--- src/rtl/pinbank_pkg.sv ---
package pinbank_pkg;
   localparam int unsigned MIN_SYNC_STAGES = 2;
   localparam int unsigned MAX_PINS        = 64;

   // register-driven pull-up: input pin, port bit high, not globally disabled
   function automatic logic pull_from_regs(input logic dir_b, input logic prt_b,
                                           input logic pud_b);
      return ({dir_b, prt_b, pud_b} == 3'b010);
   endfunction
endpackage

--- src/rtl/pinbank_regs.sv ---
module pinbank_regs #(
   parameter int unsigned NPINS = 8
) (
   input  logic             clk,
   input  logic             rst_n,
   input  logic             wr_dir,
   input  logic             wr_port,
   input  logic [NPINS-1:0] wdata,
   input  logic [NPINS-1:0] tgl,
   output logic [NPINS-1:0] dir_q,
   output logic [NPINS-1:0] port_q
);
   always_ff @(posedge clk or negedge rst_n) begin
      if (!rst_n) begin
         dir_q  <= '0;
         port_q <= '0;
      end else begin
         if (wr_dir)
            dir_q <= wdata;
         if (wr_port)
            port_q <= wdata;
         else
            port_q <= port_q ^ tgl;
      end
   end

   p_toggle_r5 : assert property (@(posedge clk) disable iff (!rst_n)
      !wr_port |=> (port_q == $past(port_q ^ tgl)));
   p_write_wins_r6 : assert property (@(posedge clk) disable iff (!rst_n)
      wr_port |=> (port_q == $past(wdata)));
   p_dir_hold_r10 : assert property (@(posedge clk) disable iff (!rst_n)
      !wr_dir |=> $stable(dir_q));
endmodule

--- src/rtl/pinbank_pinmux.sv ---
module pinbank_pinmux
   import pinbank_pkg::*;
#(
   parameter int unsigned NPINS = 8
) (
   input  logic             pud_all,
   input  logic             sleep_mode,
   input  logic [NPINS-1:0] dir_q,
   input  logic [NPINS-1:0] port_q,
   input  logic [NPINS-1:0] pu_ovr_en,
   input  logic [NPINS-1:0] pu_ovr_val,
   input  logic [NPINS-1:0] dd_ovr_en,
   input  logic [NPINS-1:0] dd_ovr_val,
   input  logic [NPINS-1:0] pv_ovr_en,
   input  logic [NPINS-1:0] pv_ovr_val,
   input  logic [NPINS-1:0] die_ovr_en,
   input  logic [NPINS-1:0] die_ovr_val,
   input  logic [NPINS-1:0] pad_in,
   output logic [NPINS-1:0] pad_oe,
   output logic [NPINS-1:0] pad_out,
   output logic [NPINS-1:0] pull_en,
   output logic [NPINS-1:0] raw_din
);
   for (genvar i = 0; i < NPINS; i++) begin : g_pin
      logic oe_w, val_w, die_w;
      always_comb begin
         oe_w  = dd_ovr_en[i]  ? dd_ovr_val[i]  : dir_q[i];
         val_w = pv_ovr_en[i]  ? pv_ovr_val[i]  : port_q[i];
         die_w = die_ovr_en[i] ? die_ovr_val[i] : ~sleep_mode;
      end
      assign pad_oe[i]  = oe_w;
      assign pad_out[i] = oe_w & val_w;
      assign pull_en[i] = pu_ovr_en[i] ? pu_ovr_val[i]
                                       : pull_from_regs(dir_q[i], port_q[i], pud_all);
      assign raw_din[i] = pad_in[i] & die_w;
   end
endmodule

--- src/rtl/pinbank_sync.sv ---
module pinbank_sync
   import pinbank_pkg::*;
#(
   parameter int unsigned WIDTH  = 8,
   parameter int unsigned STAGES = 2
) (
   input  logic             clk,
   input  logic             rst_n,
   input  logic [WIDTH-1:0] din,
   output logic [WIDTH-1:0] dout
);
   if (STAGES < MIN_SYNC_STAGES) begin : g_bad_stages
      $error("pinbank_sync: STAGES below minimum");
   end

   logic [WIDTH-1:0] chain [STAGES];

   for (genvar s = 0; s < STAGES; s++) begin : g_stage
      always_ff @(posedge clk or negedge rst_n) begin
         if (!rst_n)
            chain[s] <= '0;
         else if (s == 0)
            chain[s] <= din;
         else
            chain[s] <= chain[(s == 0) ? 0 : s-1];
      end
   end

   assign dout = chain[STAGES-1];

   if (STAGES == 2) begin : g_chk2
      logic [1:0] seen;
      always_ff @(posedge clk or negedge rst_n) begin
         if (!rst_n)             seen <= '0;
         else if (seen != 2'd2)  seen <= seen + 2'd1;
      end
      p_sync_delay_r8 : assert property (@(posedge clk) disable iff (!rst_n)
         (seen == 2'd2) |-> (dout == $past(din, 2)));
   end
endmodule

--- src/rtl/pinbank_ovr.sv ---
module pinbank_ovr
   import pinbank_pkg::*;
#(
   parameter int unsigned NPINS       = 8,
   parameter int unsigned SYNC_STAGES = 2
) (
   input  logic             clk,
   input  logic             rst_n,
   input  logic             wr_dir,
   input  logic             wr_port,
   input  logic [NPINS-1:0] wdata,
   input  logic             pud_all,
   input  logic             sleep_mode,
   input  logic [NPINS-1:0] pu_ovr_en,
   input  logic [NPINS-1:0] pu_ovr_val,
   input  logic [NPINS-1:0] dd_ovr_en,
   input  logic [NPINS-1:0] dd_ovr_val,
   input  logic [NPINS-1:0] pv_ovr_en,
   input  logic [NPINS-1:0] pv_ovr_val,
   input  logic [NPINS-1:0] tgl_ovr,
   input  logic [NPINS-1:0] die_ovr_en,
   input  logic [NPINS-1:0] die_ovr_val,
   input  logic [NPINS-1:0] pad_in,
   output logic [NPINS-1:0] pad_oe,
   output logic [NPINS-1:0] pad_out,
   output logic [NPINS-1:0] pull_en,
   output logic [NPINS-1:0] raw_din,
   output logic [NPINS-1:0] sync_din,
   output logic [NPINS-1:0] dir_q,
   output logic [NPINS-1:0] port_q
);
   if (NPINS < 1 || NPINS > MAX_PINS) begin : g_bad_npins
      $error("pinbank_ovr: NPINS out of range");
   end

   pinbank_regs #(.NPINS(NPINS)) u_regs (
      .clk, .rst_n, .wr_dir, .wr_port, .wdata,
      .tgl(tgl_ovr), .dir_q, .port_q
   );

   pinbank_pinmux #(.NPINS(NPINS)) u_mux (
      .pud_all, .sleep_mode, .dir_q, .port_q,
      .pu_ovr_en, .pu_ovr_val, .dd_ovr_en, .dd_ovr_val,
      .pv_ovr_en, .pv_ovr_val, .die_ovr_en, .die_ovr_val,
      .pad_in, .pad_oe, .pad_out, .pull_en, .raw_din
   );

   pinbank_sync #(.WIDTH(NPINS), .STAGES(SYNC_STAGES)) u_sync (
      .clk, .rst_n, .din(raw_din), .dout(sync_din)
   );

   p_idle_low_r4 : assert property (@(posedge clk) disable iff (!rst_n)
      ((pad_out & ~pad_oe) == '0));
   p_sleep_gate_r7 : assert property (@(posedge clk) disable iff (!rst_n)
      sleep_mode |-> ((raw_din & ~die_ovr_en) == '0));
   p_reset_clear_r9 : assert property (@(posedge clk)
      !rst_n |=> (dir_q == '0 && port_q == '0 && sync_din == '0));
endmodule

--- config.mk ---
export PLATFORM = sky130hd
export DESIGN_NAME = pinbank_ovr
export DESIGN_NICKNAME = d
export VERILOG_FILES = /design/src/rtl/pinbank_pkg.sv /design/src/rtl/pinbank_regs.sv /design/src/rtl/pinbank_pinmux.sv /design/src/rtl/pinbank_sync.sv /design/src/rtl/pinbank_ovr.sv
export SDC_FILE = /design/constraint.sdc
export NUM_CORES = 1
export LEC_CHECK = 0
export ABC_AREA = 1
export BUFFER_PORTS_ARGS = -buffer_cell sky130_fd_sc_hd__buf_2
export CAP_MARGIN = 20
export CORE_MARGIN = 1
export CORE_UTILIZATION = 35
export DETAILED_ROUTE_END_ITERATION = 16
export GPL_TIMING_DRIVEN = 0
export PLACE_DENSITY = 0.81
export SETUP_SLACK_MARGIN = 0.02
export SYNTH_ARGS = -nofsm -noshare
export SYNTH_HDL_FRONTEND = slang
export SYNTH_HIERARCHICAL = 1
export SYNTH_SLANG_ARGS = --single-unit
--- constraint.sdc ---
create_clock -name clk -period 1.2 [get_ports clk]
set_input_delay 0.06 -clock clk [delete_from_list [all_inputs] [get_ports clk]]
set_output_delay 0.06 -clock clk [all_outputs]
set_load 0.01 [all_outputs]
Word level (Yosys, flattened, before mapping) --
Cells that the tools add are included.
Cells by class: bitwise operators 18, equal/unequal tests 8, multiplexer cells 33
Operators by type and width (count):
- 1-bit 2-to-1 mux | 32
- 3-bit by 2-bit == test with 1-bit output (second input constant) | 8
- 1-bit AND | 16
- 8-bit 2-to-1 mux | 1
- 8-bit bitwise XOR | 1
- 1-bit inverter | 1
Storage, ports and cells: input port bits 94, output and inout port bits 56, logic and storage cells 63, flip-flop bits (word level) 32

Longest topological paths before layout --
depth in word-level cells 3, depth in mapped cells 5, mapped depth without buffers 5

Cells and area by module --
The synthesis kept the hierarchy.
Modules (own cells, without submodules):
- pinbank_regs | area an instance 747.0 um2, instances 1, sequential area each 400.4 um2, cells each 99
- pinbank_pinmux | area an instance 681.9 um2, instances 1, sequential area each 0.0 um2, cells each 163
- pinbank_sync | area an instance 460.4 um2, instances 1, sequential area each 400.4 um2, cells each 24

Worst setup path after synthesis --
OpenSTA, ideal clock, no wires.
path kind register to output, start point register u_regs.dir_q[0], end point output pull_en[0], path slack 0.456 ns, data required time 1.140 ns, path buffers 0, arrival time 0.684 ns, cell stages (with the launch flop) 4, path through dfrtp_1 > nor2_1 > nand3_1 > nand2_1
Between the ends: cells in the longest elaborated chain, start to end 2
Ends and longest elaborated chain:
- start: declaration | line pinbank_regs.sv:10 | output logic [NPINS-1:0] dir_q,
- start signal: assignment | line pinbank_regs.sv:19 | dir_q <= wdata;
- 3-bit by 2-bit == test with 1-bit output | line pinbank_pkg.sv:8 | return ({dir_b, prt_b, pud_b} == 3'b010);
- 1-bit 2-to-1 mux | line pinbank_pinmux.sv:33 | assign pull_en[i] = pu_ovr_en[i] ? pu_ovr_val[i]
- end: declaration | line pinbank_ovr.sv:26 | output logic [NPINS-1:0] pull_en,
Every way passes these cells.

Final worst setup path --
start point register u_regs.dir_q[4], end point output pad_out[4]
Between the ends: cells in the longest elaborated chain, start to end 2
Ends and longest elaborated chain:
- 1-bit 2-to-1 mux | line pinbank_pinmux.sv:27 | oe_w = dd_ovr_en[i] ? dd_ovr_val[i] : dir_q[i];
- via u_mux.g_pin[4].oe_w | line pinbank_pinmux.sv:25 | logic oe_w, val_w, die_w;
- 1-bit AND | line pinbank_pinmux.sv:32 | assign pad_out[i] = oe_w & val_w;
- end: declaration | line pinbank_ovr.sv:25 | output logic [NPINS-1:0] pad_out,
The timed path passes the listed nets, and every way through them passes these cells.

==> results by group <==
Run status
  • Outcome: finished, final reports clean

Clocking
  • CTS Root Cell: clkbuf_8
  • Max Root-Sink Buffers: 2
  • CTS buffer count: 5
  • Worst skew pair latency: roughly 0.28 ns
  • H-tree depth: 2
  • CTS clk-pin slew, worst paths: 0.07 ns
  • CTS tree: done
  • CTS Sinks: 32

Worst setup path
  • Crit Path Max Fanout: 4
  • WP buf/inv: 2
  • CP most frequent cell: nand2_1
  • Crit path max-delay family: flip-flops
  • Crit-path cells: nand2_1 > nand2_2 > nand2_1 > inv_1 > buf_2
  • Critical Path AT: 1.09 ns
  • Crit-path slowest cell: dfrtp_1
  • WS Path Type: register to output port
  • Worst path max stage delay: 0.41 ns
  • CP Data Required Time: approximately 1.1 ns
  • CP Capture Type: output port
  • Critical Path Start Type: register

Global routing
  • GRT Resource Usage Total: 17.91%
  • Overflow left after global routing: 0
  • Pin count of the biggest net entering global routing: 33
  • Number of global-route vias before repair: about 1900
  • First-pass GRT wire length: 7583 µm
  • Initial antenna violation count: 0

STA
  • Fin Setup TNS: 0 ns
  • Worst-margin pin slew: 0.7066 ns
  • Final count of negative-setup-slack endpoints: 0
  • Final hold vios: 0
  • Headroom to the max-slew limit: 52.89%
  • Top achievable clock speed: 0.8717 GHz
  • RSZ-0062 raised after global routing: true
  • Tcrit/Tclk final: 95.60%
  • Clock Skew: approximately 0.0058 ns
  • Final Max Tran Viols: 0
  • Post-layout min period: ~1.1 ns
  • Worst hold margin: 0.008648 ns

Placed design
  • Placer Congestion: 0.7476
  • Placed cells: just over 500
  • Hpwl dp: roughly 4100 µm
  • Post-Place Cell Area: 0.002713 mm²
  • IO buf count: between 100 and 150

Die
  • Cell Rows: 26
  • Width of the die: 75.47 µm
  • Chip height: 75.47 µm
  • Io pins: 150
  • Core Area: 0.005140 mm²
  • Die ar.: roughly 0.0057 mm²
  • Starting density of the core: about 37%

Drt
  • DRT met1 WL: about 2100 µm
  • WL met2: 2848 µm
  • Routed len/inst: approximately 10 µm
  • Initial DRC count: 51
  • Vias: 2249
  • Via density: 4.276
  • Residual DRC: 0
  • Top layer in use: met4
  • Post-Route WL: 5464 µm
  • Met3 WL: 503 µm
  • TritonRoute pass-1 iters: 5
  • ANT nets after route: 0

Synthesis
  • Sequential share of the synthesized area: 42.38%
  • Synth cell types: 11
  • Dominant cells by area after synthesis: dfrtp_1 (42%), nand2_1 (25%), inv_1 (12%)
  • Share of Yosys cell area claimed by the top area cell type: 42.38%
  • Syn_nets: 380
  • Synthesized cell area: 0.001889 mm²
  • Post-synthesis register bit count: 32
  • Mapped Cells: 286
  • Yosys Warn Count: 6
  • Syn Area/Cell: 6.606 µm²
  • Cell accounting for the most synthesized area: dfrtp_1

Cells and area
  • Final Non-Filler Cells: 526
  • N_diodes: 0
  • Area grow syn2layout: 59.21%
  • Most frequent cells in the layout: buf_2 (138), nand2_1 (123), inv_1 (57)
  • Final nets: 549
  • # fillers: 484
  • Finished Cell Area: 0.003008 mm²
  • Commonest non-fill, non-tap cell in the layout: buf_2
  • Fraction of layout cells with a size suffix above 1: 42.98%

Power and ir drop
  • Cell Pwr Density: between 900 and 1000 mW/mm²
  • Reg power frac: 41.6%
  • Pint: 2.084 mW
  • Comb power frac: around 30%
  • Peak supply drop: approximately 0.57 mV
  • Clock Power Share: 28.6%
  • Switching share of total power: 29.57%
  • P_leak: approximately 2 nW
  • NetSw: just under 0.9 mW

Min path
  • HP Class: primary input to register

Flow run
  • Max-Cap Viols: 0
path summary, 6_finish.rpt:
path                                     to  cells past startpoint  slack (ns)        startpoint
setup / recovery                 pad_out[4]                      5        0.05   u_regs/dir_q[4]
setup reg to reg           u_regs/port_q[3]                      5        0.34  u_regs/port_q[3]
hold / removal              u_regs/dir_q[2]                      3       0.009          wdata[2]
hold reg to reg              u_sync/dout[1]                      0        0.34   u_sync/chain[9]
max in group asynchronous  u_regs/port_q[0]                      2        0.34             rst_n
min in group asynchronous  u_sync/chain[13]                      2        0.37             rst_n
power by group through the flow:
stage	clock (mW)	combinational [mW]	sequential, mW
after global placement	0	0.745	1.25
after floorplan	0	0.366	1.27
after detailed placement	0	0.771	1.26
after CTS	0.884	0.792	1.24
final	0.848	0.881	1.23
after global routing	0.939	0.988	1.24
per-stage QoR:
step | power (mW) | setup WS, ns | util [%]
3_3_place_gp | 1.998 | 0.3585 | 52.78
6_report | 2.959 | 0.05276 | 58.52
4_1_cts | 2.912 | 0.03242 | 55.89
5_1_grt | 3.170 | -0.03974 | 58.52
3_5_place_dp | 2.027 | 0.3475 | 52.78
2_1_floorplan | 1.634 | 0.4565 | -
sequential cells by signal, summed over array words and instances (netlist names):
name / cells
u_sync/dout: 8
u_regs/port_q: 8
u_sync/chain: 8
u_regs/dir_q: 8
cells in the mapped netlist:
library cell and number:
buf_4 16, buf_6 3, dfrtp_1 32, inv_1 58
inv_2 1, nand2_1 127, nand2_2 1, nand3_1 16
nor2_1 16, nor2_2 8, o21ai_0 8
final cells by class:
cell class | instances | area [µm²] | area share (%)
multi-input combinational | 176 | 723.2 | 24.04
sequential | 32 | 802.0 | 26.66
buffer | 19 | 161.4 | 5.366
timing repair buffer | 162 | 922.1 | 30.66
tap | 70 | 87.58 | 2.912
clock buffer | 8 | 90.09 | 2.995
inverter | 59 | 221.5 | 7.363
cell families after synthesis:
| group | synth area share (%) |
|---|---|
| AOI/OAI and AO/OA | 2.119 |
| buffers and inverters | 19.87 |
| DFF | 42.38 |
| and+or+nand+nor | 35.63 |
per-layer routing:
metal	track usage (%)	up-vias
met1	17.43	986
met5	0	-
met3	6.217	4
met2	35.02	114
li1	-	1145
met4	5.761	0
repair_timing:
action                                  4_1_cts  5_1_grt
hold endpoints to repair                     43        0
endpoints found under the setup margin        0       22
gates resized for setup                       0       19
hold buffers                                  7        0
setup buffers                                 0        8
tightest hold or removal path, stage by stage:
cell,delay [ns]
buf_2,0.09
nand2_1,0.04
o21ai_0,0.06
(Power assumes the default switching activity.)
